==> config.mk <==
export PLATFORM = sky130hd
export DESIGN_NAME = mbus_bridge
export DESIGN_NICKNAME = d
export VERILOG_FILES = /design/src/rtl/mbus_pkg.sv /design/src/rtl/mbus_sync.sv /design/src/rtl/mbus_wmask.sv /design/src/rtl/mbus_bridge.sv
export SDC_FILE = /design/constraint.sdc
export NUM_CORES = 1
export LEC_CHECK = 0
export BUFFER_PORTS_ARGS = -buffer_cell sky130_fd_sc_hd__buf_2
export CAP_MARGIN = 20
export CORE_MARGIN = 1
export CORE_UTILIZATION = 30
export CTS_CLUSTER_DIAMETER = 100
export DETAILED_ROUTE_END_ITERATION = 16
export PLACE_DENSITY = 0.61
export SLEW_MARGIN = 20
export SYNTH_ARGS = -nofsm -noshare
export SYNTH_HDL_FRONTEND = slang
export SYNTH_SLANG_ARGS = --single-unit
==> constraint.sdc <==
create_clock -name clk -period 1.8 [get_ports clk]
set_input_delay 0.27 -clock clk [delete_from_list [all_inputs] [get_ports clk]]
set_output_delay 0.27 -clock clk [all_outputs]
set_load 0.005 [all_outputs]
==> src/rtl/mbus_pkg.sv <==
package mbus_pkg;
    localparam int DW       = 8;
    localparam int RF_AW    = 6;
    localparam int RAM_LO_W = 8;
    localparam int RAM_HI_W = 4;
    localparam int RAM_AW   = RAM_LO_W + RAM_HI_W;

    // offsets whose behaviour is fixed by the clock core
    localparam logic [RF_AW-1:0] OFS_SECONDS = 6'd0;
    localparam logic [RF_AW-1:0] OFS_CTRL_A  = 6'd10;
    localparam logic [RF_AW-1:0] OFS_FLAGS   = 6'd12;
    localparam logic [RF_AW-1:0] OFS_VALID   = 6'd13;

    // bit index of the synchronized input bundle
    localparam int SI_AD   = 0;
    localparam int SI_PF   = DW;
    localparam int SI_WERN = DW + 1;
    localparam int SI_OERN = DW + 2;
    localparam int SI_AS1  = DW + 3;
    localparam int SI_AS0  = DW + 4;
    localparam int SI_WRN  = DW + 5;
    localparam int SI_RDN  = DW + 6;
    localparam int SI_CSN  = DW + 7;
    localparam int SI_ALE  = DW + 8;
    localparam int SI_W    = DW + 9;
endpackage

==> src/rtl/mbus_sync.sv <==
module mbus_sync #(
    parameter int         W       = 2,
    parameter int         STAGES  = 2,
    parameter logic [W-1:0] RST_VAL = '0
) (
    input  logic         clk,
    input  logic         rst_n,
    input  logic [W-1:0] din,
    output logic [W-1:0] dout
);
    logic [W-1:0] stage_q [STAGES];

    genvar g;
    generate
        for (g = 0; g < STAGES; g++) begin : g_stage
            if (g == 0) begin : g_first
                always_ff @(posedge clk or negedge rst_n) begin
                    if (!rst_n) stage_q[g] <= RST_VAL;
                    else        stage_q[g] <= din;
                end
            end else begin : g_next
                always_ff @(posedge clk or negedge rst_n) begin
                    if (!rst_n) stage_q[g] <= RST_VAL;
                    else        stage_q[g] <= stage_q[g-1];
                end
            end
        end
    endgenerate

    assign dout = stage_q[STAGES-1];
endmodule

==> src/rtl/mbus_wmask.sv <==
module mbus_wmask
    import mbus_pkg::*;
(
    input  logic [RF_AW-1:0] addr,
    output logic [DW-1:0]    mask
);
    always_comb begin
        unique case (addr)
            OFS_FLAGS, OFS_VALID:    mask = '0;
            OFS_SECONDS, OFS_CTRL_A: mask = {1'b0, {(DW-1){1'b1}}};
            default:                 mask = '1;
        endcase
    end
endmodule

==> src/rtl/mbus_bridge.sv <==
module mbus_bridge
    import mbus_pkg::*;
#(
    parameter int SYNC_STAGES = 2
) (
    input  logic              clk,
    input  logic              rst_n,
    input  logic [DW-1:0]     ad_in,
    input  logic              ale,
    input  logic              cs_n,
    input  logic              rd_n,
    input  logic              wr_n,
    input  logic              as0,
    input  logic              as1,
    input  logic              oer_n,
    input  logic              wer_n,
    input  logic              pwr_fail,
    output logic [DW-1:0]     ad_out,
    output logic              ad_oe,
    output logic [RF_AW-1:0]  rf_addr,
    output logic              rf_we,
    output logic [DW-1:0]     rf_wdata,
    output logic [DW-1:0]     rf_wmask,
    input  logic [DW-1:0]     rf_rdata,
    output logic [RAM_AW-1:0] ram_addr,
    output logic              ram_we,
    output logic [DW-1:0]     ram_wdata,
    input  logic [DW-1:0]     ram_rdata
);
    localparam logic [SI_W-1:0] SYNC_RST =
        {1'b0, 1'b1, 1'b1, 1'b1, 1'b0, 1'b0, 1'b1, 1'b1, 1'b0, {DW{1'b0}}};

    typedef struct packed {
        logic                ale_p;
        logic                wr_p;
        logic                wer_p;
        logic                as0_p;
        logic                as1_p;
        logic [RF_AW-1:0]    rf_addr;
        logic [RAM_LO_W-1:0] ram_lo;
        logic [RAM_HI_W-1:0] ram_hi;
        logic [DW-1:0]       rf_wd;
        logic [DW-1:0]       ram_wd;
        logic [DW-1:0]       wmask;
        logic                rf_we;
        logic                ram_we;
        logic                oe;
        logic [DW-1:0]       dout;
    } state_t;

    localparam state_t STATE_RST = '{
        ale_p: 1'b0, wr_p: 1'b1, wer_p: 1'b1, as0_p: 1'b0, as1_p: 1'b0,
        rf_addr: '0, ram_lo: '0, ram_hi: '0, rf_wd: '0, ram_wd: '0,
        wmask: '0, rf_we: 1'b0, ram_we: 1'b0, oe: 1'b0, dout: '0
    };

    logic [SI_W-1:0] sync_in, sync_out;
    logic [DW-1:0]   ad_s;
    logic            pf_s, ale_s, cs_s, rd_s, wr_s, as0_s, as1_s, oer_s, wer_s;
    logic [DW-1:0]   mask_w;
    state_t          st_d, st_q;

    assign sync_in = {ale, cs_n, rd_n, wr_n, as0, as1, oer_n, wer_n, pwr_fail, ad_in};

    mbus_sync #(.W(SI_W), .STAGES(SYNC_STAGES), .RST_VAL(SYNC_RST)) i_sync (
        .clk  (clk),
        .rst_n(rst_n),
        .din  (sync_in),
        .dout (sync_out)
    );

    assign ad_s  = sync_out[SI_AD +: DW];
    assign pf_s  = sync_out[SI_PF];
    assign wer_s = sync_out[SI_WERN];
    assign oer_s = sync_out[SI_OERN];
    assign as1_s = sync_out[SI_AS1];
    assign as0_s = sync_out[SI_AS0];
    assign wr_s  = sync_out[SI_WRN];
    assign rd_s  = sync_out[SI_RDN];
    assign cs_s  = sync_out[SI_CSN];
    assign ale_s = sync_out[SI_ALE];

    mbus_wmask i_wmask (
        .addr(st_q.rf_addr),
        .mask(mask_w)
    );

    always_comb begin
        logic rf_rd_act, ram_rd_act;
        st_d        = st_q;
        st_d.ale_p  = ale_s;
        st_d.wr_p   = wr_s;
        st_d.wer_p  = wer_s;
        st_d.as0_p  = as0_s;
        st_d.as1_p  = as1_s;
        st_d.rf_we  = 1'b0;
        st_d.ram_we = 1'b0;

        // address capture, independent paths
        if (st_q.ale_p && !ale_s) st_d.rf_addr = ad_s[RF_AW-1:0];
        if (!st_q.as0_p && as0_s) st_d.ram_lo  = ad_s[RAM_LO_W-1:0];
        if (!st_q.as1_p && as1_s) st_d.ram_hi  = ad_s[RAM_HI_W-1:0];

        // write data follows the bus while the strobe is low
        if (!wr_s)  st_d.rf_wd  = ad_s;
        if (!wer_s) st_d.ram_wd = ad_s;

        // commit on trailing edge of the write strobes
        if (!st_q.wr_p && wr_s && !cs_s && !pf_s && (mask_w != '0)) begin
            st_d.rf_we = 1'b1;
            st_d.wmask = mask_w;
        end
        if (!st_q.wer_p && wer_s && !pf_s) st_d.ram_we = 1'b1;

        // read steering, register file has priority
        rf_rd_act  = !rd_s && !cs_s;
        ram_rd_act = !oer_s;
        st_d.oe    = !pf_s && (rf_rd_act || ram_rd_act);
        st_d.dout  = rf_rd_act ? rf_rdata : ram_rdata;
    end

    always_ff @(posedge clk or negedge rst_n) begin
        if (!rst_n) st_q <= STATE_RST;
        else        st_q <= st_d;
    end

    assign ad_out    = st_q.dout;
    assign ad_oe     = st_q.oe;
    assign rf_addr   = st_q.rf_addr;
    assign rf_we     = st_q.rf_we;
    assign rf_wdata  = st_q.rf_wd;
    assign rf_wmask  = st_q.wmask;
    assign ram_addr  = {st_q.ram_hi, st_q.ram_lo};
    assign ram_we    = st_q.ram_we;
    assign ram_wdata = st_q.ram_wd;
endmodule

==> results of run 1 <==
-- power breakdown --
part	leakage, nW	switching (mW)	internal [mW]
Clock	0.108	0.692	0.732
Sequential	0.990	0.101	2.10
Combinational	0.620	0.157	0.242
-- layout make-up --
class                      instances  area (um2)
clock buffer                      11         151
clock inverter                     5        66.3
fill                            1029        6510
inverter                           1        3.75
multi-input combinational         56         583
sequential                        86        2170
tap                              136         170
timing repair buffer             106         628
-- kinds of logic after synthesis --
kind of cell,Yosys count
buf+inv,55
simple gates,10
flops,86
mux,42
compound gates,3
xor+xnor,1
-- metal layers --
metal	share of wire	track usage
met1	0.44	0.134
met4	0.021	0.0602
met5	0	0
met2	0.49	0.166
met3	0.040	0.0337
-- state kept, by name, summed over array words and instances (netlist names) --
register	cells
ram_wdata	8
rf_wmask	2
rf_addr	6
ram_we	1
ad_out	8
rf_wdata	8
ad_oe	1
ram_addr	12
st_q	5
rf_we	1
i_sync.stage_q	17
i_sync.dout	17
-- cell usage after synthesis (all sizes together), types with 2 or more instances --
master / n
dfrtp: 74
dfstp: 12
mux2: 42
buf: 54
nand2b: 2
-- timing repair --
action | 4_1_cts | 5_1_grt
gates resized for setup | 0 | 0
endpoints found under the hold margin | 27 | 5
hold buffers | 9 | 5
-- worst max path at each step --
| stage | to | start | depth (start not counted) |
|---|---|---|---|
| floorplan | rf_wmask[7] | i_sync.dout[13] | 4 |
| global placement | ad_out[5] | i_sync.dout[15] | 2 |
| detailed placement | ram_addr[7] | i_sync.dout[12] | 2 |
| CTS | ram_addr[1] | i_sync.dout[12] | 2 |
| global route | rf_wmask[7] | i_sync.dout[13] | 3 |
| finish | ram_addr[1] | i_sync.dout[12] | 2 |
-- critical path, stage by stage (launching register included) --
cell and delay, ps:
sky130_fd_sc_hd__dfrtp_1 380, sky130_fd_sc_hd__nand2b_1 380, sky130_fd_sc_hd__mux2_2 390
-- per-stage QoR --
step / cell area [um2] / setup WS, ps / instances / hold slack, ps
2_1_floorplan: 3160 / 605 / 197 / -25.6
5_1_grt: 3770 / 440 / 401 / 0.118
4_1_cts: 3720 / 483 / 396 / 2.16
3_3_place_gp: 3410 / 530 / 371 / 228
6_report: 3770 / 522 / 401 / 24.8
3_5_place_dp: 3410 / 495 / 371 / 228
==> metrics.csv, run 1 <==
stage,metric,value,unit
setup_path,critical_register_to_register_path_endpoint,ram_addr[1],
setup_path,crit_path_max_fanout,8,
setup_path,length_in_cells_of_the_worst_reg_to_reg_path,2,
logic_synthesis,yosysSeqAreaShare,0.687,
detailed_routing,routed_wl,5390,um
logic_synthesis,yosys-mux-area-fraction,0.150,
setup_path,r2r_slack,520,ps
timing,clock-skew-final,10.7,ps
status,result_of_the_run,finished clean,
timing,final-hold-violation-count,0,
hold_path,holdCritPathClass,in2reg,
detailed_routing,drt-wirelength-per-cell,13.5,um
cts,clk_root_buffer_cell,sky130_fd_sc_hd__clkbuf_8,
timing,finalMaxSlewViolations,0,
logic_synthesis,netlist.area_leader.share,0.587,
die,core_area,0.0103,mm2
logic_synthesis,yosysTopAreaCell,sky130_fd_sc_hd__dfrtp_1,
timing,timing.max_slew.rel_slack,0.656,
logic_synthesis,synth-xor-area-share,0.00278,
logic_synthesis,post_synth_instance_area,0.00316,mm2
logic_synthesis,async_reset_ff_frac,1.00,
timing,fmaxAchievable,782,MHz
logic_synthesis,yosys.area_share.adder,0,
flow_run,cap_violations,0,
hold_path,worst_hold_startpoint,ad_in[4],
logic_synthesis,synth_simple_gate_area_frac,0.0246,
logic_synthesis,synth.lib_cells_used.distinct,20,
cts,post-cts-setup-buffers,0,
timing,timing.final.crit_share,0.710,
cts,clk_pin_slew,90,ps
layout,area_growth,19.5,%
layout,fin_nets,295,
logic_synthesis,syn_area_per_cell,16.0,um2
detailed_routing,drt-pass1-iter-count,4,
pwr,power.ir.vdd_worst,0.447,mV
detailed_routing,post_drt_via_cell_ratio,3.94,
placed_design,place.detailed.hpwl,3850,um
timing,report.final.setup_viol,0,
pwr,totalPowerFinal,4.03,mW
cts,tritoncts,done,
logic_synthesis,main_combinational_cell_family_by_area_after_synthesis,multiplexers,
setup_path,worst-endpoint-required,2030,ps
layout,layout_commonest_cell,sky130_fd_sc_hd__buf_2,
logic_synthesis,netlist_instances,197,
detailed_routing,initialDrtViolationCount,26,
global_routing,pin_count_of_the_biggest_net_entering_global_routing,31,
logic_synthesis,synth_nets,232,
die,ioPinCount,88,
setup_path,critPathLaunchType,flip-flop,
timing,tns,0,ps
layout,diodes,0,
logic_synthesis,yosys_most_used_dff,sky130_fd_sc_hd__dfrtp_1,
global_routing,gr-total-overflow,0,
logic_synthesis,synth_edf_count,0,
timing,period_needed,1280,ps
logic_synthesis,synth_compound_area_frac,0.00753,
detailed_routing,antenna_violating_nets_post_route,0,
setup_path,critPathCaptureType,flip-flop,
die,die_w,105,um
hold_path,timing.hold.worst_endpoint,i_sync.stage_q[21],
global_routing,grt_pass1_vias,1593,
global_routing,grt_pass1_wl,8550,um
logic_synthesis,yosys_warning_total,0,
global_routing,globalRouteTotalUtil,0.108,
hold_path,timing.hold.worst_path_depth,1,
placed_design,buffers_on_ports,87,
layout,post_route_cells_drive_above_1_share,0.619,
pwr,cellPowerDensity,1070,mW/mm2
logic_synthesis,postSynthRegisterBits,86,
global_routing,antenna_found_initial,0,
timing,worstMarginPinSlew,516,ps
cts,clock_sink_count,86,
cts,clock_insertion_delay_worst_skew,350,ps
cts,h-tree-depth,3,
die,core_rows,37,
layout,finish.utilization,0.367,
logic_synthesis,ys_top_cells_by_area,"sky130_fd_sc_hd__dfrtp_1 59%, sky130_fd_sc_hd__mux2_2 15%, sky130_fd_sc_hd__buf_4 12%",
die,design.die.area,0.0109,mm2
cts,numCtsBuffers,9,
layout,layout_common_cells,"86 x sky130_fd_sc_hd__buf_2, 74 x sky130_fd_sc_hd__dfrtp_1, 42 x sky130_fd_sc_hd__mux2_2, 14 x sky130_fd_sc_hd__dlygate4sd3_1, 12 x sky130_fd_sc_hd__dfstp_2",
pwr,power_leakage,1.72,nW
placed_design,finalWeightedCongestion,0.660,
cts,cts_max_path_buffers,2,
die,dieHeight,105,um
detailed_routing,post-route-drc-count,0,
setup_path,cp_data_arrival_time,1510,ps
setup_path,worst_r2r_startpoint,i_sync.dout[12],
die,initial_cell_density_of_the_core,0.307,
setup_path,path_type_of_the_worst_setup_path,reg2reg,
detailed_routing,total_number_of_vias,1580,
timing,rsz0062_at_grt,no,
No activity file was read; power rests on OpenSTA's default activity.
==> run 2, diff against run 1 <==
Clock period 1.8 ns to 1.25 ns, I/O delays scaled along.
==> metrics.csv, run 2 (synthesis gave the netlist of run 1 again) <==
stage,metric,value,unit,change
layout,post_route_cells_drive_above_1_share,0.615,,was 0.619
layout,layout_commonest_cell,sky130_fd_sc_hd__buf_2,,unchanged
detailed_routing,total_number_of_vias,1621,,was 1580
global_routing,pin_count_of_the_biggest_net_entering_global_routing,27,,was 31
setup_path,worst-endpoint-required,1470,ps,was 2030 ps
layout,stdcell_count,411,,was 401
detailed_routing,drt-pass1-iter-count,4,,unchanged
setup_path,cp_data_arrival_time,1440,ps,was 1510 ps
setup_path,timing.critical_path.slowest_cell_delay,540,ps,was 390 ps
pwr,totalPowerFinal,5.79,mW,was 4.03 mW
global_routing,antenna_found_initial,0,,unchanged
timing,period_needed,1220,ps,was 1280 ps
pwr,switching_pwr,1.33,mW,was 951 uW
pwr,internal-power,4.46,mW,was 3.08 mW
timing,timing.max_slew.rel_slack,0.792,,was 0.656
cts,clk_root_buffer_cell,sky130_fd_sc_hd__clkbuf_8,,unchanged
placed_design,finalWeightedCongestion,0.669,,was 0.660
pwr,power.switching_fraction,0.229,,was 0.236
placed_design,buffers_on_ports,87,,unchanged
die,design.die.area,0.0109,mm2,unchanged
pwr,power_leakage,1.77,nW,was 1.72 nW
detailed_routing,drt-wirelength-per-cell,13.4,um,was 13.5 um
global_routing,gr-total-overflow,0,,unchanged
hold_path,holdCritPathClass,in2reg,,unchanged
global_routing,grt_pass1_wl,9040,um,was 8550 um
timing,final-hold-violation-count,0,,unchanged
die,initial_cell_density_of_the_core,0.307,,unchanged
layout,area_growth,23.5,%,was 19.5%
cts,tritoncts,done,,unchanged
die,die_w,105,um,unchanged
global_routing,grt_pass1_vias,1725,,was 1593
die,ioPinCount,88,,unchanged
detailed_routing,antenna_violating_nets_post_route,0,,unchanged
global_routing,globalRouteTotalUtil,0.111,,was 0.108
detailed_routing,post_drt_via_cell_ratio,3.94,,about the same
setup_path,cpMaxStageDelayCell,sky130_fd_sc_hd__dfstp_2,,was sky130_fd_sc_hd__mux2_2
timing,rsz0062_at_grt,yes,,was no
layout,final_design_area_no_fill,0.00390,mm2,was 0.00377 mm2
status,result_of_the_run,finished clean,,unchanged
pwr,power.share.combinational,0.111,,was 0.099
pwr,pwr-share-seq,0.546,,was 0.547
pwr,clockPowerShare,0.343,,was 0.354
layout,diodes,0,,unchanged
timing,timing.final.crit_share,0.975,,was 0.710
die,core_area,0.0103,mm2,unchanged
timing,finalMaxSlewViolations,0,,unchanged
setup_path,cp_cell_sequence,buf_4 > buf_12 > mux2_2,,was nand2b_1 > mux2_2
detailed_routing,routed_wl,5510,um,was 5390 um
cts,cts_max_path_buffers,2,,unchanged
layout,layout_common_cells,"86 x sky130_fd_sc_hd__buf_2, 74 x sky130_fd_sc_hd__dfrtp_1, 41 x sky130_fd_sc_hd__mux2_2, 18 x sky130_fd_sc_hd__dlygate4sd3_1",,"was 86 x sky130_fd_sc_hd__buf_2, 74 x sky130_fd_sc_hd__dfrtp_1, 42 x sky130_fd_sc_hd__mux2_2, 14 x sky130_fd_sc_hd__dlygate4sd3_1, 12 x sky130_fd_sc_hd__dfstp_2"
layout,fin_nets,305,,was 295
die,dieHeight,105,um,unchanged
setup_path,crit_path_max_fanout,9,,was 8
pwr,power.ir.vdd_worst,0.714,mV,was 0.447 mV
timing,report.final.setup_viol,0,,unchanged
die,core_rows,37,,unchanged
timing,clock-skew-final,9.82,ps,was 10.7 ps
timing,worstMarginPinSlew,312,ps,was 516 ps
timing,fmaxAchievable,820,MHz,was 782 MHz
setup_path,path_type_of_the_worst_setup_path,reg2reg,,unchanged
cts,clock_sink_count,86,,unchanged
detailed_routing,post-route-drc-count,0,,unchanged
flow_run,cap_violations,0,,unchanged
pwr,cellPowerDensity,1490,mW/mm2,was 1070 mW/mm2
cts,h-tree-depth,3,,unchanged
setup_path,critPathCaptureType,flip-flop,,unchanged
cts,numCtsBuffers,9,,unchanged
placed_design,placed_area,0.00349,mm2,was 0.00341 mm2
placed_design,placedCellCount,376,,was 371
cts,clock_insertion_delay_worst_skew,340,ps,was 350 ps
placed_design,place.detailed.hpwl,3880,um,was 3850 um
cts,clk_pin_slew,80,ps,was 90 ps
detailed_routing,initialDrtViolationCount,43,,was 26
setup_path,critPathLaunchType,flip-flop,,unchanged
-- run 2: cell count changes in the layout (fill, tap and decap cells not counted), moves of 2 or more --
cell and change:
sky130_fd_sc_hd__clkinv_4 -2, sky130_fd_sc_hd__buf_4 +3, sky130_fd_sc_hd__buf_12 +3, sky130_fd_sc_hd__dlygate4sd3_1 +4
-- run 2: worst paths after layout --
path	slack, ps	from	depth (start not counted)	endpoint
max	30	i_sync.dout[13]	3	rf_wdata[1]
min	70	rf_rdata[3]	2	ad_out[3]
max reg2reg	30	i_sync.dout[13]	3	rf_wdata[1]
min reg2reg	350	i_sync.stage_q[18]	0	i_sync.dout[1]
max in group asynchronous	390	rst_n	3	i_sync.dout[10]
min in group asynchronous	280	rst_n	2	i_sync.dout[8]
-- run 2: timing repair --
| action | 4_1_cts | 5_1_grt |
|---|---|---|
| hold endpoints to repair | 32 | 0 |
| pin swaps | 0 | 1 |
| buffers inserted | 0 | 1 |
| setup endpoints to repair | 11 | 2 |
| resized for setup | 2 | 1 |
| hold buffers | 18 | 0 |
-- run 2: area by class of cell --
class                           instances  area, um2
Clock inverter                          4       53.8
Fill cell                            1019       6380
Clock buffer                           12        155
Tap cell                              136        170
Timing Repair Buffer                  116        751
Inverter                                1       3.75
Sequential cell                        86       2170
Multi-Input combinational cell         56        592
-- run 2: worst max-delay path, delay by kind of cell, from the launching register on --
kind / cells / cell delay [ps]
muxes: 1 / 330
DFF: 1 / 540
buffers and inverters: 2 / 240
-- run 2: metal layers --
layer	routed length (um)	track usage	vias to the layer above
li1	-	-	750
met1	2420	0.140	821
met2	2750	0.172	42
met3	220	0.0312	8
met4	112	0.0602	0
met5	0	0	-
-- run 2: stage by stage --
stage | util | setup TNS, ps | worst slack (ps) | hold WS, ps
after global routing | 0.379 | -58.9 | -21.6 | 49.6
after CTS | 0.378 | -13.7 | -13.7 | 51.3
final | 0.379 | 0 | 30.8 | 72.2
after floorplan | - | 0 | 55.3 | -108
after detailed placement | 0.339 | -3.09 | -3.09 | 110
after global placement | 0.339 | 0 | 8.22 | 108
-- run 2: power by group through the flow --
stage / Combinational (mW) / Sequential (mW) / Clock, mW
floorplan: 0.482 / 3.17 / 0
global placement: 0.603 / 3.21 / 0
detailed placement: 0.612 / 3.22 / 0
CTS: 0.657 / 3.17 / 2.10
global route: 0.710 / 3.20 / 2.21
finish: 0.642 / 3.16 / 1.99
